## config.mk

```make
export PLATFORM = sky130hd
export DESIGN_NAME = desc_autopoll_timer
export DESIGN_NICKNAME = d
export VERILOG_FILES = /design/src/rtl/autopoll_pkg.sv /design/src/rtl/ap_cycle_prescaler.sv /design/src/rtl/ap_period_counter.sv /design/src/rtl/ap_req_hold.sv /design/src/rtl/ap_channel.sv /design/src/rtl/desc_autopoll_timer.sv
export SDC_FILE = /design/constraint.sdc
export NUM_CORES = 1
export LEC_CHECK = 0
export ABC_AREA = 1
export BUFFER_PORTS_ARGS = -buffer_cell sky130_fd_sc_hd__clkbuf_2
export CORE_AREA = 3 3 97 99
export DETAILED_ROUTE_END_ITERATION = 16
export DIE_AREA = 0 0 100 102
export GPL_TIMING_DRIVEN = 1
export MAX_ROUTING_LAYER = met4
export PLACE_DENSITY_LB_ADDON = 0.08
export SETUP_SLACK_MARGIN = 0.2
export SLEW_MARGIN = 20
export SYNTH_ARGS = -nofsm -noshare
export SYNTH_HDL_FRONTEND = slang
export SYNTH_HIERARCHICAL = 1
export SYNTH_SLANG_ARGS = --single-unit
```

## constraint.sdc

```tcl
create_clock -name clk -period 1.9 [get_ports clk]
set_input_delay 0.095 -clock clk [delete_from_list [all_inputs] [get_ports clk]]
set_output_delay 0.095 -clock clk [all_outputs]
set_load 0.02 [all_outputs]
```

## src/rtl/autopoll_pkg.sv

```systemverilog
package autopoll_pkg;
  localparam int NUM_CHAN = 2;
  localparam int CH_TX    = 0;
  localparam int CH_RX    = 1;
  localparam int PER_W    = 4;

  typedef struct packed {
    logic             long_cyc;
    logic [PER_W-1:0] period;
  } chan_cfg_t;

  localparam chan_cfg_t TX_RESET_CFG = '{long_cyc: 1'b0, period: 4'd0};
  localparam chan_cfg_t RX_RESET_CFG = '{long_cyc: 1'b0, period: 4'd1};
endpackage

```

## src/rtl/ap_cycle_prescaler.sv

```systemverilog
module ap_cycle_prescaler #(
  parameter int NORM_BITS = 512,
  parameter int LONG_BITS = 8192
) (
  input  logic clk,
  input  logic rst_n,
  input  logic clear,
  input  logic run,
  input  logic bit_tick,
  input  logic long_cyc,
  output logic unit_done
);
  localparam int CNT_W = (LONG_BITS > 1) ? $clog2(LONG_BITS) : 1;
  localparam logic [CNT_W-1:0] NORM_LAST = CNT_W'(NORM_BITS - 1);
  localparam logic [CNT_W-1:0] LONG_LAST = CNT_W'(LONG_BITS - 1);

  logic [CNT_W-1:0] bit_cnt;
  logic [CNT_W-1:0] last_val;

  assign last_val  = long_cyc ? LONG_LAST : NORM_LAST;
  assign unit_done = run && !clear && bit_tick && (bit_cnt == last_val);

  always_ff @(posedge clk or negedge rst_n) begin
    if (!rst_n) begin
      bit_cnt <= '0;
    end else if (clear || !run) begin
      bit_cnt <= '0;
    end else if (bit_tick) begin
      bit_cnt <= unit_done ? '0 : bit_cnt + 1'b1;
    end
  end
endmodule

```

## src/rtl/ap_period_counter.sv

```systemverilog
module ap_period_counter #(
  parameter int PER_W = 4
) (
  input  logic             clk,
  input  logic             rst_n,
  input  logic             clear,
  input  logic             unit_done,
  input  logic [PER_W-1:0] period,
  output logic             expire
);
  logic [PER_W-1:0] unit_cnt;

  assign expire = unit_done && (unit_cnt == period - 1'b1);

  always_ff @(posedge clk or negedge rst_n) begin
    if (!rst_n) begin
      unit_cnt <= '0;
    end else if (clear) begin
      unit_cnt <= '0;
    end else if (unit_done) begin
      unit_cnt <= expire ? '0 : unit_cnt + 1'b1;
    end
  end
endmodule

```

## src/rtl/ap_req_hold.sv

```systemverilog
module ap_req_hold (
  input  logic clk,
  input  logic rst_n,
  input  logic set,
  input  logic ack,
  output logic req
);
  always_ff @(posedge clk or negedge rst_n) begin
    if (!rst_n) begin
      req <= 1'b0;
    end else if (set) begin
      req <= 1'b1;
    end else if (ack) begin
      req <= 1'b0;
    end
  end
endmodule

```

## src/rtl/ap_channel.sv

```systemverilog
module ap_channel
  import autopoll_pkg::*;
#(
  parameter int NORM_BITS = 512,
  parameter int LONG_BITS = 8192
) (
  input  logic      clk,
  input  logic      rst_n,
  input  chan_cfg_t cfg,
  input  logic      cfg_load,
  input  logic      bit_tick,
  input  logic      demand,
  input  logic      ack,
  output logic      req,
  output logic      expire
);
  logic restart;
  logic enabled;
  logic unit_done;

  assign restart = demand || cfg_load;
  assign enabled = (cfg.period != '0);

  ap_cycle_prescaler #(
    .NORM_BITS(NORM_BITS),
    .LONG_BITS(LONG_BITS)
  ) u_pre (
    .clk      (clk),
    .rst_n    (rst_n),
    .clear    (restart),
    .run      (enabled),
    .bit_tick (bit_tick),
    .long_cyc (cfg.long_cyc),
    .unit_done(unit_done)
  );

  ap_period_counter #(
    .PER_W(PER_W)
  ) u_per (
    .clk      (clk),
    .rst_n    (rst_n),
    .clear    (restart),
    .unit_done(unit_done),
    .period   (cfg.period),
    .expire   (expire)
  );

  ap_req_hold u_req (
    .clk  (clk),
    .rst_n(rst_n),
    .set  (demand || expire),
    .ack  (ack),
    .req  (req)
  );
endmodule

```

## src/rtl/desc_autopoll_timer.sv

```systemverilog
module desc_autopoll_timer
  import autopoll_pkg::*;
#(
  parameter int NORM_BITS = 512,
  parameter int LONG_BITS = 8192
) (
  input  logic       clk,
  input  logic       rst_n,
  input  logic       cfg_we,
  input  logic [3:0] cfg_tx_period,
  input  logic       cfg_tx_long,
  input  logic [3:0] cfg_rx_period,
  input  logic       cfg_rx_long,
  input  logic       bit_tick,
  input  logic       tx_demand,
  input  logic       rx_demand,
  output logic       tx_poll_req,
  input  logic       tx_poll_ack,
  output logic       rx_poll_req,
  input  logic       rx_poll_ack
);
  chan_cfg_t                       cfg_q    [NUM_CHAN];
  chan_cfg_t                       cfg_next [NUM_CHAN];
  logic [NUM_CHAN-1:0]             chan_demand;
  logic [NUM_CHAN-1:0]             chan_ack;
  logic [NUM_CHAN-1:0]             chan_req;
  logic [NUM_CHAN-1:0]             chan_expire;
  logic [NUM_CHAN-1:0][PER_W-1:0]  chan_period;

  assign cfg_next[CH_TX] = '{long_cyc: cfg_tx_long, period: cfg_tx_period};
  assign cfg_next[CH_RX] = '{long_cyc: cfg_rx_long, period: cfg_rx_period};

  assign chan_demand = {rx_demand, tx_demand};
  assign chan_ack    = {rx_poll_ack, tx_poll_ack};
  assign tx_poll_req = chan_req[CH_TX];
  assign rx_poll_req = chan_req[CH_RX];

  always_ff @(posedge clk or negedge rst_n) begin
    if (!rst_n) begin
      cfg_q[CH_TX] <= TX_RESET_CFG;
      cfg_q[CH_RX] <= RX_RESET_CFG;
    end else if (cfg_we) begin
      cfg_q[CH_TX] <= cfg_next[CH_TX];
      cfg_q[CH_RX] <= cfg_next[CH_RX];
    end
  end

  for (genvar g = 0; g < NUM_CHAN; g++) begin : g_chan
    assign chan_period[g] = cfg_q[g].period;

    ap_channel #(
      .NORM_BITS(NORM_BITS),
      .LONG_BITS(LONG_BITS)
    ) u_chan (
      .clk     (clk),
      .rst_n   (rst_n),
      .cfg     (cfg_q[g]),
      .cfg_load(cfg_we),
      .bit_tick(bit_tick),
      .demand  (chan_demand[g]),
      .ack     (chan_ack[g]),
      .req     (chan_req[g]),
      .expire  (chan_expire[g])
    );
  end
endmodule

```

# [Yosys cells after proc, flatten, opt, wreduce, memory -nomap -nowiden]
# Cells that the tools add are included.
[totals] register_bits=46 latchBits=0 mem_bits_rw=0 romBits=0 input_bits=18 out_inout_bits=2 word_cells=64 mem_count=0
[classes] n_addsub=6 n_mul=0 n_div=0 order_cmp=0 eq_ne=4 n_shift=0 muxes=18 bitwise=0 reduce_logical=26
[op_table] cell="two-way mux 13 bit" count=8
[op_table] cell="adder 13 x 1 -> 13 bit, second input constant" count=2
[op_table] cell="equality test 13 bit" count=2
[op_table] cell="two-way mux 4 bit" count=6
[op_table] cell="nonzero test 2 bit" count=6
[op_table] cell="adder 4 x 1 -> 4 bit, second input constant" count=2
[op_table] cell="equality test 4 bit" count=2
[op_table] cell="logical AND 1 bit" count=8
[op_table] cell="nonzero test 4 bit" count=2
[op_table] cell="subtractor 4 x 1 -> 4 bit, second input constant" count=2
[op_table] cell="logical OR 1 bit" count=6
[op_table] cell="logical NOT 1 bit" count=4
[op_table] cell="two-way mux 1 bit" count=4

# [Logic depth before layout (Yosys ltp)]
# Gate-level depths: netlist (run 1).
[depth] ltp_word=9 depth_mapped=16 ltp_nobuf=16

# [Hierarchy]
# Netlist (run 1), hierarchy kept.
[by_module_without_submodules] mod="ap_cycle_prescaler (g_chan[0].u_chan.u_pre)" n_inst=1 cells_each=114 area_per_inst_um2=877.1 seq_area_each_um2=325.3
[by_module_without_submodules] mod="ap_cycle_prescaler (g_chan[1].u_chan.u_pre)" n_inst=1 cells_each=115 area_per_inst_um2=864.6 seq_area_each_um2=325.3
[by_module_without_submodules] mod="ap_period_counter" n_inst=2 cells_each=56 area_per_inst_um2=360.3 seq_area_each_um2=100.1
[by_module_without_submodules] mod="desc_autopoll_timer" n_inst=1 cells_each=42 area_per_inst_um2=379.1 seq_area_each_um2=251.5
[by_module_without_submodules] mod="ap_req_hold" n_inst=2 cells_each=5 area_per_inst_um2=40.0 seq_area_each_um2=25.0
[by_module_without_submodules] mod="ap_channel" n_inst=2 cells_each=5 area_per_inst_um2=23.8 seq_area_each_um2=0.0

# [Least setup slack after synthesis (run 1)]
# Ideal clock, no wire load.
[synth_timing] kind="reg2reg" startpoint="register g_chan[0].u_chan.u_pre.bit_cnt[0]" endpoint="register g_chan[0].u_chan.u_req.req" setup_ns=0.065 arrival_time_ns=1.770 required_ns=1.835 path_slack_ns=0.065 stages_incl_launch_ff=17 n_path_buf=0 period_less_slack_ns=1.835 cell_sequence="dfrtp_1 > ha_1 > nand2_2 > nor2_4 > nand2_4 > nor2_4 > nand2_4 > nor2_1 > nand2_1 > nor2_1 > nand2_1 > nor2_4 > nand2_2 > inv_1 > or2_1 > inv_1 > nand2_1"
[synth_via] elab_chain_len=5 word_cells_on_any_way=6 cone_classes="1 x eq/ne; 1 x mux; 4 x reduce/logical"
[synth_lines] item="start, declared" line_no="ap_cycle_prescaler.sv:17" rtl="logic [CNT_W-1:0] bit_cnt;"
[synth_lines] item="start signal, assigned" line_no="ap_cycle_prescaler.sv:29" rtl="bit_cnt <= unit_done ? '0 : bit_cnt + 1'b1;"
[synth_lines] item="equality test 13 bit (*)" line_no="ap_cycle_prescaler.sv:21" rtl="assign unit_done = run && !clear && bit_tick && (bit_cnt == last_val);"
[synth_lines] item="logical AND 1 bit (*)" line_no="ap_cycle_prescaler.sv:21"
[synth_lines] item="via g_chan[0].u_chan.unit_done" line_no="ap_channel.sv:19" rtl="logic unit_done;"
[synth_lines] item="logical AND 1 bit (*)" line_no="ap_period_counter.sv:13" rtl="assign expire = unit_done && (unit_cnt == period - 1'b1);"
[synth_lines] item="via chan_expire[0]" line_no="desc_autopoll_timer.sv:27" rtl="logic [NUM_CHAN-1:0] chan_expire;"
[synth_lines] item="logical OR 1 bit (*)" line_no="ap_channel.sv:51" rtl=".set (demand || expire),"
[synth_lines] item="two-way mux 1 bit or nonzero test 2 bit (tied branches)"
[synth_lines] item="end signal, assigned" line_no="ap_req_hold.sv:10" rtl="req <= 1'b0;"
[synth_lines] item="end signal, assigned" line_no="ap_req_hold.sv:12" rtl="req <= 1'b1;"
[synth_lines] item="end signal, assigned" line_no="ap_req_hold.sv:14" rtl="req <= 1'b0;"
[synth_lines] item="end, declared" line_no="ap_req_hold.sv:6" rtl="output logic req"
# Mark *: on every way through the listed nets, which the timed path passes. The rest lies on a longest branch.
# A chain may end at the register's enable or synchronous reset.

# [Worst setup path in the final report (run 1)]
# Same ends and word-level chain as after synthesis.

==> implementation parameters, run 1 <==
Parameter                              Value

Synth
  Ys Warns ... 6
  Primary FF master, synth ... dfrtp_1
  Syn Nets ... 427
  Synth cell types ... 25
  Average instance area after synthesis ... 7.37 sq um
  Synth Cell Area ... 2970 sq um
  Mapped Cells ... 403
  Sequential-to-total area share from yosys stat ... 0.388
  Flops & latches, synth ... 46
  Number of enable flip-flop cells after synthesis ... 0
  Share of async-settable or async-resettable flops after synthesis ... 1.00

Timing
  Setup-violating endpoint count in the final report ... 0
  Number of slew-limit violations in the final report ... 0
  Share of the cycle needed by the critical path after routing ... 0.927
  Final worst-path setup slack ... 0.138 ns
  Final Hold Violating Endpoints ... 0
  Time the final worst path needs with I/O delays and setup ... 1.76 ns
  Unrepaired setup endpoints after global routing ... true
  Final setup skew ... approximately 0.0074 ns
  Achievable Freq ... 568 MHz
  Slew of the pin with the lowest slew margin ... 0.615 ns
  Final worst hold slack ... between 0.015 and 0.02 ns
  Worst slew slack as a fraction of its limit ... 0.590

Clocking
  Clock Path Buffers ... 2
  Clk Latency, worst-skew pair ... 0.30 ns
  Clock Tree Root ... clkbuf_8
  H-Tree Depth ... 2
  Clock Pin Slew Worst Setup and Hold Paths ... ~0.090 ns
  Clock Sink Count ... 46
  Clock tree from TritonCTS ... done
  Total CTS buffers ... 5

Global routing
  Global-route wire length before repair ... 11,300 um
  Largest net degree at the start of global routing ... 47
  Number of antenna violations at the first check in global routing ... 0
  Number of global-route vias before repair ... roughly 2,400
  Tot GR Track Use ... 0.140
  Total overflow reported by the global router ... 0

Route
  First drt pass iteration count ... 4
  DR DRC count ... 0
  Detailed-route wire length per cell ... approximately 11 um
  DRC marker count from the first detailed-route iteration ... 95
  Post-route ant nets ... 0
  Detailed-route wire length ... 6420 um
  Via count of the routed design ... 2,579
  Number of vias per cell after detailed routing ... 4.48

Pwr
  Gate power share ... 0.131
  P per Cell Area ... 557 nW/um^2
  Maximum resistive drop on vdd ... 0.000293 V
  Sequential fraction of design power ... 0.508
  Internal Pwr Total ... 0.00152 W
  LEAKAGE ... roughly 1.9 nW
  Part of the power in the clock network ... 0.361
  Switch share ... 0.262
  Switching pwr ... 0.000539 W

Final layout
  Number of nets in the layout ... 491
  Filler cells ... between 800 and 900
  Area growth from synthesis to layout ... 24.3%
  Share of post-route cells with drive strength above 1 ... 0.241
  Antenna diodes ... 0

Floorplanning
  Die outline area ... just over 10,000 sq um
  Total I/O pin count ... 20
  Width of the chip ... 100 um
  Core Footprint ... 8640 sq um
  Standard-cell rows ... 34
  Floorplan die height ... 102 um
  Initial standard-cell utilization of the core ... 0.344

Setup path
  Crit path kind ... reg2reg
  Signal arrival time at the worst endpoint ... 2.00 ns
  CP Capture Type ... flip-flop
  Crit path required time ... 2.14 ns
  Largest fanout of any net on the critical path ... 5
  Sort of element at the start of the critical path ... flip-flop
  Cell family with most CP delay ... simple AND/OR/NAND/NOR gates
  Most prevalent standard cell on the critical path ... nor2_4
  Critical-path top delay cell ... dfrtp_1
  Critical-path cell list ... ha_2, nand2_2, nor2_4, nand2_4, nor2_4, nand2_4, nor2_4, nand2_1, nor2_1, nand2_1, nor2_4, nand2_4, inv_2, or2_1, inv_1, nand2_1
  Buffers and inverters on the worst path ... 2
  CP peak stage delay ... ~0.37 ns

Flow run
  Max-cap violations ... 0

Status
  Run status ... finished, final reports clean

Placement
  Count of input and output buffers ... 19
  Placer congestion estimate ... 0.791
  HPWL after detailed placement ... 4640 um
  Worst slack after detailed placement ... 0.0170 ns

Min path
  Type of the tightest min-delay check ... in2reg
## path summary, 6_finish.rpt
kind                                                    from  cells past startpoint                           endpoint  slack (ns)
max                        g_chan[0].u_chan/u_pre/bit_cnt[0]                     16         g_chan[0].u_chan/u_req/req        0.14
min                                              tx_poll_ack                      4         g_chan[0].u_chan/u_req/req        0.02
max reg2reg                g_chan[0].u_chan/u_pre/bit_cnt[0]                     16         g_chan[0].u_chan/u_req/req        0.14
min reg2reg                       g_chan[0].u_chan/u_req/req                      2         g_chan[0].u_chan/u_req/req        0.47
max in group asynchronous                              rst_n                      3                           cfg_q[8]        1.02
min in group asynchronous                              rst_n                      3  g_chan[0].u_chan/u_pre/bit_cnt[2]        0.44
## routing by layer
| layer | part of all wire | wire [um] | GRT usage | vias to the layer above |
|---|---|---|---|---|
| met3 | 0.017 | 111 | 0.0225 | 4 |
| met2 | 0.47 | 3010 | 0.228 | 22 |
| met4 | 0.0087 | 56 | 0.0342 | 0 |
| met1 | 0.50 | 3240 | 0.185 | 1175 |
| li1 | - | - | - | 1378 |
| met5 | 0 | 0 | - | - |
## power groups by stage
stage | Sequential [W] | Combinational, W | Clock, W
after floorplan | 0.00106 | 0.000150 | 0
after global placement | 0.00106 | 0.000242 | 0
after detailed placement | 0.00106 | 0.000243 | 0
after CTS | 0.00105 | 0.000262 | 0.000774
after global routing | 0.00105 | 0.000311 | 0.000819
final | 0.00104 | 0.000269 | 0.000741
## tightest hold or removal path, stage by stage
cell and delay, ns:
clkbuf_2 0.07, inv_1 0.03, nand2_1 0.04, nand2_1 0.04
## layout make-up
cell class              instances  area, sq um  area share
repair buffers                 60          428       0.116
clock buffers                   7         76.3      0.0207
multi-input cells             301         1670       0.452
flip-flops and latches         46         1160       0.313
inverters                      53          199      0.0539
clock inverters                 1         30.0     0.00814
well taps                     108          135      0.0366
## through the flow
step	power (W)	setup TNS, ns	instances	area [sq um]	utilization
floorplan	0.00121	0	403	2980	-
global placement	0.00131	0	544	3320	0.384
detailed placement	0.00131	0	544	3320	0.384
CTS	0.00208	0	571	3620	0.420
global route	0.00218	-0.0347	576	3690	0.427
finish	0.00205	0	576	3690	0.427
## repair_timing
action                                 CTS  global route
endpoints found under the hold margin   53             1
hold buffers                             9             1
buffers inserted                        10             4
setup endpoints to repair               10            21
gates resized for setup                  8             9
pin swaps                                8             5
## Yosys cell counts (5+ instances only)
cell type,count,area (sq um)
dfrtp_1,45,1130
nand2_2,5,31.3
o21ai_2,14,123
nand3_1,31,155
nor2_1,37,139
inv_1,47,176
nand2_4,5,56.3
xor2_1,14,123
xnor2_1,7,61.3
nand4_1,11,68.8
ha_1,6,75.1
nor2_4,10,113
nand2_1,146,548
## state kept, by name, indices dropped and copies added, names as in the netlist
register and cells:
g_chan.u_chan/u_pre/bit_cnt 26, cfg_q 10, g_chan.u_chan/u_per/unit_cnt 8, g_chan.u_chan/u_req/req 2
## kinds of logic after synthesis
family,count (synthesis),synth area share
AND/OR/NAND/NOR,252,0.394
buffers and inverters,56,0.0742
flip-flops,46,0.388
AO/OA/AOI/OAI,22,0.0569
XOR/XNOR,21,0.0619
adder cells (fa/ha/maj),6,0.0253
## layout by cell type, fill, tap and decap left out, drive strengths merged
cell type      n
buf           31
bufinv         1
clkbuf        26
clkinv         2
dfrtp         45
dfstp          1
dlygate4sd3   10
ha             6
inv           51
nand2        157
nand3         31
nand4         11
nor2          49
o2111ai        1
o21ai         19
o22ai          2
or2            4
xnor2          7
xor2          14
(Power assumes the default switching activity.)
==> inputs of run 2 (changes only) <==
--- a/config.mk
+++ b/config.mk
@@ -8,6 +8,7 @@
 export ABC_AREA = 1
 export BUFFER_PORTS_ARGS = -buffer_cell sky130_fd_sc_hd__clkbuf_2
 export CORE_AREA = 3 3 97 99
+export CTS_BUF_LIST = sky130_fd_sc_hd__clkbuf_4
 export DETAILED_ROUTE_END_ITERATION = 16
 export DIE_AREA = 0 0 100 102
 export GPL_TIMING_DRIVEN = 1
==> run 2 against run 1 <==
Effect of this change:
- first-iteration DRC count down 6.3%
- cell area up 1.5%
- via count up 1.4%
- setup slack worse by 0.0031 ns
- die area unchanged
- critical path type unchanged
==> implementation parameters, run 2 (synthesis gave the netlist of run 1 again) <==
Parameter                              Value

Clocking
  Clock Sink Count ... 46
  Clock Path Buffers ... 2
  H-Tree Depth ... 2
  Clk Latency, worst-skew pair ... 0.36 ns
  Clock Pin Slew Worst Setup and Hold Paths ... ~0.14 ns
  Clock Tree Root ... clkbuf_4
  Total CTS buffers ... 5
  Clock tree from TritonCTS ... done

Timing
  Final worst hold slack ... 0.00200 ns
  Setup-violating endpoint count in the final report ... 0
  Final Hold Violating Endpoints ... 0
  Number of slew-limit violations in the final report ... 0
  Share of the cycle needed by the critical path after routing ... 0.929
  Unrepaired setup endpoints after global routing ... true
  Worst slew slack as a fraction of its limit ... 0.584
  Time the final worst path needs with I/O delays and setup ... 1.76 ns
  Achievable Freq ... about 570 MHz
  Slew of the pin with the lowest slew margin ... 0.624 ns
  Final setup skew ... 0.00901 ns

Global routing
  Layer with the highest usage after global routing ... met2
  Tot GR Track Use ... 0.142
  Number of antenna violations at the first check in global routing ... 0
  GRT met2 Usage ... 0.236
  Total overflow reported by the global router ... 0
  Global-route wire length before repair ... 11,500 um
  Largest net degree at the start of global routing ... 47
  Met1 global-route usage ... 0.183
  Number of global-route vias before repair ... 2,526
  Met3 usage in global routing ... 0.0164

Final layout
  Largest registers ranked by flip-flop count ... g_chan.u_chan/u_pre/bit_cnt: 26 flops, cfg_q: 10 flops, g_chan.u_chan/u_per/unit_cnt: 8 flops
  Most frequent cells in the layout ... 145 x nand2_1, 45 x inv_1, 44 x dfrtp_1
  Flip-flop count of the largest register after layout ... 26
  Antenna diodes ... 0
  Finished Core Util ... 0.434
  Most common cell after layout, fill and taps aside ... nand2_1
  Largest reg by FF count ... g_chan.u_chan/u_pre/bit_cnt
  Number of nets in the layout ... 500
  Area growth from synthesis to layout ... 26.2%
  Share of post-route cells with drive strength above 1 ... 0.243
  Cell area after layout ... 3750 sq um

Min path
  Type of the tightest min-delay check ... in2reg

Setup path
  Buffers and inverters on the worst path ... 2
  Critical-path cell list ... ha_2, nand2_2, nor2_4, nand2_4, nor2_4, nand2_4, nor2_4, nand2_1, nor2_1, nand2_1, nor2_4, nand2_4, inv_2, or2_1, inv_1, nand2_1
  CP peak stage delay ... between 0.3 and 0.4 ns
  Sort of element at the start of the critical path ... flip-flop
  Crit path kind ... reg2reg
  Most prevalent standard cell on the critical path ... nor2_4
  Crit path required time ... approximately 2.2 ns
  CP Capture Type ... flip-flop
  Critical-path top delay cell ... dfrtp_1
  Largest fanout of any net on the critical path ... 5
  Cell family with most CP delay ... simple AND/OR/NAND/NOR gates
  Signal arrival time at the worst endpoint ... around 2.1 ns

Route
  Detailed-route wire length per cell ... 11.0 um
  DR DRC count ... 0
  Via count of the routed design ... 2,616
  DRC marker count from the first detailed-route iteration ... 89
  Detailed-route wire length ... around 6400 um
  Number of vias per cell after detailed routing ... between 4 and 5
  Post-route ant nets ... 0
  First drt pass iteration count ... 4

Placement
  Cell area after placement ... roughly 3300 sq um
  HPWL after detailed placement ... 4640 um
  Count of input and output buffers ... 19
  Placer congestion estimate ... 0.791

Pwr
  Maximum resistive drop on vdd ... roughly 0.00028 V
  LEAKAGE ... 1.90 nW
  P per Cell Area ... 525 nW/um^2

Floorplanning
  Die outline area ... 10,200 sq um
  Core Footprint ... 8640 sq um
  Standard-cell rows ... 34
  Initial standard-cell utilization of the core ... 0.344
  Width of the chip ... 100 um
  Floorplan die height ... 102 um
  Total I/O pin count ... 20

Flow run
  Max-cap violations ... 0

Status
  Run status ... finished, final reports clean
## run 2: cell count changes in the layout (fill, tap and decap cells not counted)
cell           previous run  this run
buf_4                    31        34
clkbuf_1                  2         0
clkbuf_4                  0         7
clkbuf_8                  5         0
dfrtp_1                  42        44
dfrtp_2                   3         1
dlygate4sd3_1            10        16
## run 2: worst reg2reg max path, delay by kind of cell, from the launching register on
kind | cells | cell delay, ns
buffers and inverters | 2 | 0.07
DFF | 1 | 0.39
adders and majority gates | 1 | 0.19
and+or+nand+nor | 13 | 1.06
## run 2: final timing paths
path,slack [ns],cells past startpoint,start,to
setup / recovery,0.14,16,g_chan[0].u_chan/u_pre/bit_cnt[0],g_chan[0].u_chan/u_req/req
hold / removal,0.002,4,rx_demand,g_chan[1].u_chan/u_req/req
setup reg to reg,0.14,16,g_chan[0].u_chan/u_pre/bit_cnt[0],g_chan[0].u_chan/u_req/req
hold reg to reg,0.49,2,g_chan[0].u_chan/u_req/req,g_chan[0].u_chan/u_req/req
max in group asynchronous,1.11,3,rst_n,g_chan[1].u_chan/u_pre/bit_cnt[5]
min in group asynchronous,0.36,3,rst_n,g_chan[0].u_chan/u_pre/bit_cnt[2]
## run 2: layout make-up
| cell class | instances | area (sq um) |
|---|---|---|
| Fill cell | 897 | 4890 |
| Tap cell | 108 | 135 |
| Timing Repair Buffer | 69 | 510 |
| Sequential cell | 46 | 1150 |
| Clock inverter | 1 | 30.0 |
| Inverter | 53 | 199 |
| Multi-Input combinational cell | 301 | 1670 |
| Clock buffer | 7 | 52.6 |
## run 2: what timing repair did
item                       CTS  global route
pin swaps                    8             5
hold buffers                16             0
gates resized for setup      9             6
setup endpoints to repair   10            21
hold endpoints to repair    57             0
buffers inserted            13             4
## run 2: per-layer routing
layer	vias to the layer above	wire, um
met5	-	0
met4	0	83
met3	7	108
met2	22	3000
met1	1186	3230
li1	1401	-
## run 2: power by group
part	total, W	leakage, nW	switching [W]	internal, W
registers	0.00104	0.612	0.0000316	0.00101
logic	0.000287	1.24	0.000164	0.000123
clock network	0.000638	0.0463	0.000330	0.000308
total	0.00197	1.90	0.000526	0.00144
## run 2: metrics by stage
step	setup WS, ns	power [W]	instances	TNS (ns)
after floorplan	0.0767	0.00121	403	0
after global placement	0.0614	0.00131	544	0
after detailed placement	0.0170	0.00131	544	0
after CTS	0.107	0.00201	581	0
after global routing	-0.0478	0.00208	585	-0.0613
final	0.135	0.00197	585	0
